===== config.mk =====
export PLATFORM = sky130hd
export DESIGN_NAME = taint_gate_array
export DESIGN_NICKNAME = d
export VERILOG_FILES = /design/src/rtl/taint_pkg.sv /design/src/rtl/taint_gate_cell.sv /design/src/rtl/taint_cost_tree.sv /design/src/rtl/taint_gate_array.sv
export SDC_FILE = /design/constraint.sdc
export NUM_CORES = 1
export LEC_CHECK = 0
export BUFFER_PORTS_ARGS = -buffer_cell sky130_fd_sc_hd__buf_2
export CORE_ASPECT_RATIO = 2
export CORE_MARGIN = 2
export CORE_UTILIZATION = 30
export DETAILED_ROUTE_END_ITERATION = 8
export SYNTH_ARGS = -nofsm -noshare
export SYNTH_HDL_FRONTEND = slang
export SYNTH_SLANG_ARGS = --single-unit

===== constraint.sdc =====
create_clock -name vclk -period 8.1
set_clock_uncertainty 0.2 [all_clocks]
set_input_delay 1.215 -clock vclk [all_inputs]
set_output_delay 1.215 -clock vclk [all_outputs]
set_load 0.02 [all_outputs]

===== src/rtl/taint_pkg.sv =====
package taint_pkg;
   localparam int WEIGHT_W      = 3;
   localparam int WT_EXACT      = 5;
   localparam int WT_RELAX_FWD  = 2;
   localparam int WT_RELAX_REV  = 2;
   localparam int WT_COARSE     = 1;

   typedef enum logic [1:0] {
      PREC_EXACT  = 2'b00,
      PREC_RELAX2 = 2'b01,
      PREC_RELAX1 = 2'b10,
      PREC_COARSE = 2'b11
   } prec_e;

   function automatic int min_cost_width(input int lanes);
      return $clog2(WT_EXACT * lanes + 1);
   endfunction
endpackage


===== src/rtl/taint_gate_cell.sv =====
module taint_gate_cell
   import taint_pkg::*;
(
   input  logic                is_or,
   input  logic [1:0]          sel,
   input  logic                a,
   input  logic                b,
   input  logic                ta,
   input  logic                tb,
   output logic                y,
   output logic                ty,
   output logic [WEIGHT_W-1:0] weight
);
   logic xa, xb;
   logic exact_t, fwd_t, rev_t, coarse_t;
   logic relax1_t, relax2_t;
   logic pair_lo, pair_hi;
   logic [WEIGHT_W-1:0] w_lo, w_hi;

   // OR gates are tracked through their inverted inputs (dual of AND)
   assign xa = is_or ? ~a : a;
   assign xb = is_or ? ~b : b;
   assign y  = is_or ? (a | b) : (a & b);

   assign exact_t  = (xa & tb) | (xb & ta) | (ta & tb);
   assign fwd_t    = ta | (xa & tb);
   assign rev_t    = tb | (xb & ta);
   assign coarse_t = ta | tb;

   // Relaxed forms swap roles between the two gate kinds
   assign relax1_t = is_or ? fwd_t : rev_t;
   assign relax2_t = is_or ? rev_t : fwd_t;

   // Two mux levels: sel[1] inside each pair, sel[0] between pairs
   assign pair_lo = sel[1] ? relax1_t : exact_t;
   assign pair_hi = sel[1] ? coarse_t : relax2_t;
   assign ty      = sel[0] ? pair_hi : pair_lo;

   assign w_lo   = sel[1] ? WEIGHT_W'(WT_RELAX_FWD) : WEIGHT_W'(WT_EXACT);
   assign w_hi   = sel[1] ? WEIGHT_W'(WT_COARSE)    : WEIGHT_W'(WT_RELAX_REV);
   assign weight = sel[0] ? w_hi : w_lo;
endmodule


===== src/rtl/taint_cost_tree.sv =====
module taint_cost_tree #(
   parameter int CNT = 1,
   parameter int W   = 4
) (
   input  logic [CNT*W-1:0] leaves,
   output logic [W-1:0]     total
);
   if (CNT < 1) begin : g_bad
      $error("taint_cost_tree: CNT must be at least 1");
   end

   if (CNT == 1) begin : g_leaf
      assign total = leaves;
   end else begin : g_level
      localparam int NXT = (CNT + 1) / 2;
      logic [NXT*W-1:0] nxt;
      for (genvar i = 0; i < CNT / 2; i++) begin : g_pair
         assign nxt[i*W +: W] = leaves[(2*i)*W +: W] + leaves[(2*i+1)*W +: W];
      end
      if (CNT % 2 == 1) begin : g_odd
         // last element of an odd level rides up unchanged
         assign nxt[(NXT-1)*W +: W] = leaves[(CNT-1)*W +: W];
      end
      taint_cost_tree #(.CNT(NXT), .W(W)) u_next (
         .leaves (nxt),
         .total  (total)
      );
   end
endmodule


===== src/rtl/taint_gate_array.sv =====
module taint_gate_array
   import taint_pkg::*;
#(
   parameter int N      = 7,
   parameter int NINV   = 2,
   parameter int COST_W = min_cost_width(N)
) (
   input  logic [N-1:0]      kind,
   input  logic [2*N-1:0]    prec,
   input  logic [N-1:0]      a,
   input  logic [N-1:0]      b,
   input  logic [N-1:0]      ta,
   input  logic [N-1:0]      tb,
   input  logic [N-1:0]      a_const,
   input  logic [N-1:0]      b_const,
   input  logic              taint_consts,
   input  logic [NINV-1:0]   inv_a,
   input  logic [NINV-1:0]   inv_ta,
   output logic [N-1:0]      y,
   output logic [N-1:0]      ty,
   output logic [NINV-1:0]   inv_y,
   output logic [NINV-1:0]   inv_ty,
   output logic [COST_W-1:0] cost
);
   localparam int MIN_W = min_cost_width(N);

   if (N < 1) begin : g_chk_n
      $error("taint_gate_array: N must be at least 1");
   end
   if (NINV < 1) begin : g_chk_ninv
      $error("taint_gate_array: NINV must be at least 1");
   end
   if (COST_W < MIN_W) begin : g_chk_w
      $error("taint_gate_array: COST_W too narrow for all-exact sum");
   end

   logic [N*COST_W-1:0] weights;

   for (genvar i = 0; i < N; i++) begin : g_lane
      logic                ta_eff, tb_eff;
      logic [WEIGHT_W-1:0] w;

      assign ta_eff = a_const[i] ? taint_consts : ta[i];
      assign tb_eff = b_const[i] ? taint_consts : tb[i];

      taint_gate_cell u_cell (
         .is_or  (kind[i]),
         .sel    (prec[2*i +: 2]),
         .a      (a[i]),
         .b      (b[i]),
         .ta     (ta_eff),
         .tb     (tb_eff),
         .y      (y[i]),
         .ty     (ty[i]),
         .weight (w)
      );
      assign weights[i*COST_W +: COST_W] = COST_W'(w);
   end

   for (genvar j = 0; j < NINV; j++) begin : g_inv
      assign inv_y[j]  = ~inv_a[j];
      assign inv_ty[j] = inv_ta[j];
   end

   taint_cost_tree #(.CNT(N), .W(COST_W)) u_tree (
      .leaves (weights),
      .total  (cost)
   );
endmodule


-- After elaboration in Yosys (flattened, before gate mapping)
Index checks and enable logic that the tools add are counted.
- add/sub/neg operators: 6
- multiplexer cells: 91
- bitwise logic cells: 86
- operators with widths (cell ; number):
    1-bit two-way mux ; 70
    3-bit two-way mux ; 14
    1-bit bitwise OR ; 42
    1-bit bitwise AND ; 28
    1-bit NOT ; 16
    2-bit two-way mux ; 7
    3-bit by 3-bit adder with 4-bit output ; 3
    6-bit adder ; 2
    6-bit by 3-bit adder with 6-bit output ; 1
- bits in registers: 0
- input bits: 68
- output and inout bits: 24
- word-level logic and storage cells: 183

-- Logic depth before layout (Yosys ltp)
- depth in word-level cells: 7
- gate-level depth with buffers: 15
- depth with buffers taken out: 15

-- Cells and area by module
A second synthesis with hierarchy kept.
- cell total of the unflattened synthesis: 222
- area, all modules: 1919.3 um^2
- by module, submodules not included (module ; instances ; cells each ; area an instance (um^2) ; sequential area each (um^2)):
    taint_cost_tree at u_tree ; 1 ; 62 ; 575.6 ; 0.0
    taint_gate_cell ; 7 ; 11 ; 72.6 ; 0.0
    taint_cost_tree at u_tree.g_level.u_next ; 1 ; 38 ; 371.6 ; 0.0
    taint_gate_array ; 1 ; 20 ; 232.7 ; 0.0
    taint_cost_tree at u_tree.g_level.u_next.g_level.u_next ; 1 ; 19 ; 186.4 ; 0.0
    taint_cost_tree at u_tree.g_level.u_next.g_level.u_next.g_level.u_next ; 1 ; 6 ; 45.0 ; 0.0

-- Worst setup path before layout
OpenSTA, ideal clock, no wires.
- kind: input to output
- start point: input port prec[0]
- end point: output port cost[3]
- arrival: 4.437 ns
- data required time: 6.685 ns
- path slack: 2.248 ns
- stages: 13
- path buffers: 0
- cells stage by stage: inv_1 ha_1 inv_1 ha_1 fa_1 inv_1 fa_1 inv_1 fa_1 ha_1 inv_1 fa_1 xnor2_1
- longest elaborated chain between the ends: 4
- RTL lines (item ; line ; text):
    start: declaration ; taint_gate_array.sv:9 ; input logic [2*N-1:0] prec,
    3-bit two-way mux ; taint_gate_cell.sv:41 ; assign weight = sel[0] ? w_hi : w_lo;
    3-bit by 3-bit adder with 4-bit output ; taint_cost_tree.sv:18 ; assign nxt[i*W +: W] = leaves[(2*i)*W +: W] + leaves[(2*i+1)*W +: W];
    6-bit adder (2 in a row) ; taint_cost_tree.sv:18 ;
    end: declaration ; taint_gate_array.sv:23 ; output logic [COST_W-1:0] cost
Every way passes these cells.

-- Final worst setup path
- start point: input port prec[1]
- end point: output port cost[5]
- longest elaborated chain between the ends: 5
- elaborated cells on any way between the ends: 6
- classes of those cells: add/sub: 3; mux: 3
- RTL lines (item ; line):
    3-bit two-way mux / 2-bit two-way mux (equally long branches) ; taint_gate_cell.sv:39, taint_gate_cell.sv:40
    3-bit two-way mux * ; taint_gate_cell.sv:41
    3-bit by 3-bit adder with 4-bit output * ; taint_cost_tree.sv:18
    6-bit adder * (2 in a row) ; taint_cost_tree.sv:18
Mark *: on every way between the ends. The rest lies on a longest branch, timed or not.

==> reports/qor.csv <==
stage,metric,value,unit
detailed_routing,vias,1481,
critical_path,worstSetupPathType,in -> out,
critical_path,startpoint_type,primary input,
placed_design,hpwl,3190,microns
detailed_routing,routed_wirelength,3390,microns
logic_synthesis,synthTopCellsByArea,"ha_1 (19%), fa_1 (14%), inv_1 (10%)",
cells_and_area,fillers,518,
logic_synthesis,ys_seq_area_share,0,%
timing,fin_ws,2000,ps
detailed_routing,via_per_inst,4.94,
power_and_ir_drop,combinationalPowerShare,100.0,%
timing,rsz0062_at_grt,false,
cells_and_area,antenna_cells,0,
timing,fmax,164,MHz
hold_path,hp-class,in -> out,
global_route,antenna_found_initial,0,
critical_path,cp.buffers_inverters,7,
critical_path,cp_data_required_time,6680,ps
global_route,grt_overflow,0,
cells_and_area,seq_cells,0,
detailed_routing,wl_per_cell,11.3,microns
cells_and_area,drive_above_1_share,35.9,%
cells_and_area,nClkBuffers,0,
cells_and_area,final_cells,300,
cells_and_area,fin_util,39.4,%
timing,tightest_slew,341,ps
global_route,grt_pass1_wl,5090,microns
critical_path,critPathMostFrequentCell,inv_1,
logic_synthesis,synth.most_common_cell,inv_1,
power_and_ir_drop,p_leak,1.03,nW
logic_synthesis,syn-instance-count,175,
power_and_ir_drop,p_per_area,185,mW/mm^2
status,status,completed,
detailed_routing,drt_iter0_drc,8,
logic_synthesis,synth.distinct_cells,18,
power_and_ir_drop,p_sw,193,uW
power_and_ir_drop,peakVddDrop,228,uV
detailed_routing,drt_first_pass_iters,4,
critical_path,end_kind,primary output,
critical_path,crit_chain,buf_2 -> inv_1 -> ha_1 -> inv_1 -> ha_1 -> fa_1 -> inv_1 -> fa_1 -> inv_1 -> fa_1 -> ha_1 -> inv_1 -> fa_1 -> nor2b_1 -> o21ai_0 -> nand2b_1 -> buf_2,
timing,setup_viol,0,
cells_and_area,final_net_count,347,
power_and_ir_drop,seq_power_share,0,%
timing,relSlewSlack,77.3,%
logic_synthesis,synth_top_area_share,19.2,%
placed_design,dpl_worst_slack,1960,ps
critical_path,crit_slowest_cell,fa_1,
floorplan,dieArea,0.00539,sq mm
floorplan,ios,92,
global_route,grt_start_max_net_pins,22,
critical_path,critPathTopFamily,adder cells,
timing,slew_viol_final,0,
logic_synthesis,syn_nets,275,
hold_path,min_from,inv_ta[0],
logic_synthesis,syn_avg_cell_area,8.20,sq um
floorplan,core_region_area,0.00460,sq mm
placed_design,numPortBuffers,88,
floorplan,start_util,31.2,%
job,maxCapViolCount,0,
logic_synthesis,yosys-top-cells-count,"inv_1 (39), ha_1 (22), buf_4 (17)",
clock_tree,cts_hold_buf,0,
clock_tree,cts_resized,0,
floorplan,fp-row-count,35,
floorplan,die_w,52.9,microns
power_and_ir_drop,swShare,57.8,%
power_and_ir_drop,clkPwrFrac,0,%
placed_design,dpl.cell_count,300,
clock_tree,post_cts_buffers,0,
placed_design,place_congestion,0.742,
hold_path,hold_end,inv_ty[0],
logic_synthesis,yosysWarnings,0,
power_and_ir_drop,intPower,141,uW
cells_and_area,final-seq-area,0,sq um
timing,hold_violations,0,
logic_synthesis,synth_top_cell_by_area,ha_1,
timing,layout_min_cycle_time,6100,ps
timing,tns,0,ps
critical_path,crit_arrival,4690,ps
hold_path,holdPathStages,0,
logic_synthesis,netlist_area,0.00144,sq mm
cells_and_area,area_delta_synth_final,26.2,%
detailed_routing,ant_nets,0,
global_route,grt.total_usage,11.5,%
global_route,grt_pass1_vias,1334,
timing,timing.final.crit_share,75.3,%
critical_path,path_max_fanout,3,
critical_path,slowest_delay,540,ps
floorplan,chipHeight,102,microns
detailed_routing,drc,0,
==> through the flow <==
stage                     total power [mW]  hold slack, ps  instance area, sq um
after floorplan                      0.246            2310                  1440
after global placement               0.339            2230                  1810
after detailed placement             0.344            2230                  1810
after CTS                            0.346            2230                  1810
after global routing                 0.378            2230                  1810
final                                0.335            2230                  1810
==> area by class of cell <==
cell class                 count  area, sq um  share of cell area (%)
tap                           55         68.8                    3.80
timing repair buffer          88          440                    24.3
multi-input combinational    118         1160                    63.8
inverter                      39          146                    8.08
==> power by group through the flow <==
stage                     clock network [mW]  registers [mW]  logic, mW
after global routing                       0               0      0.378
after global placement                     0               0      0.339
after detailed placement                   0               0      0.344
after floorplan                            0               0      0.246
final                                      0               0      0.335
after CTS                                  0               0      0.346
==> worst max-delay path by stage <==
stage,startpoint,end,slack [ps],cells past startpoint
after CTS,prec[1],cost[5],1950,17
after floorplan,prec[0],cost[3],2250,13
after detailed placement,prec[1],cost[5],1960,17
after global routing,prec[1],cost[5],1750,17
after global placement,prec[1],cost[5],2020,17
final,prec[1],cost[5],2000,17
==> cells by family after synthesis <==
logic type                 Yosys count  synth area share (%)
muxes                               14                  9.76
AOI/OAI and AO/OA                   37                  21.5
adders and majority gates           39                  38.0
xor gates and xnor gates             5                  3.05
and+or+nand+nor                     23                  8.20
buffers and inverters               57                  19.4
==> placed cells by master (no fill, tap or decap) <==
cell type | netlist | routed
nor2b_1 | 1 | 1
buf_2 | 1 | 88
nand2b_1 | 1 | 1
mux2i_1 | 14 | 14
ha_1 | 22 | 22
nor3_1 | 14 | 14
a21o_1 | 4 | 4
fa_1 | 10 | 10
o21ai_0 | 1 | 1
a311o_1 | 14 | 14
o221ai_1 | 7 | 7
inv_1 | 39 | 39
nand3_1 | 7 | 7
maj3_1 | 7 | 7
xnor2_1 | 5 | 5
o21bai_1 | 7 | 7
a21oi_1 | 4 | 4
==> routing by layer <==
| metal | track usage [%] | share of wire [%] | vias to the layer above |
|---|---|---|---|
| li1 | - | - | 756 |
| met1 | 12.0 | 33 | 680 |
| met2 | 25.2 | 61 | 45 |
| met3 | 0.146 | 5.9 | 0 |
| met4 | 0 | 0 | 0 |
| met5 | 0 | 0 | - |
(Power assumes the default switching activity.)
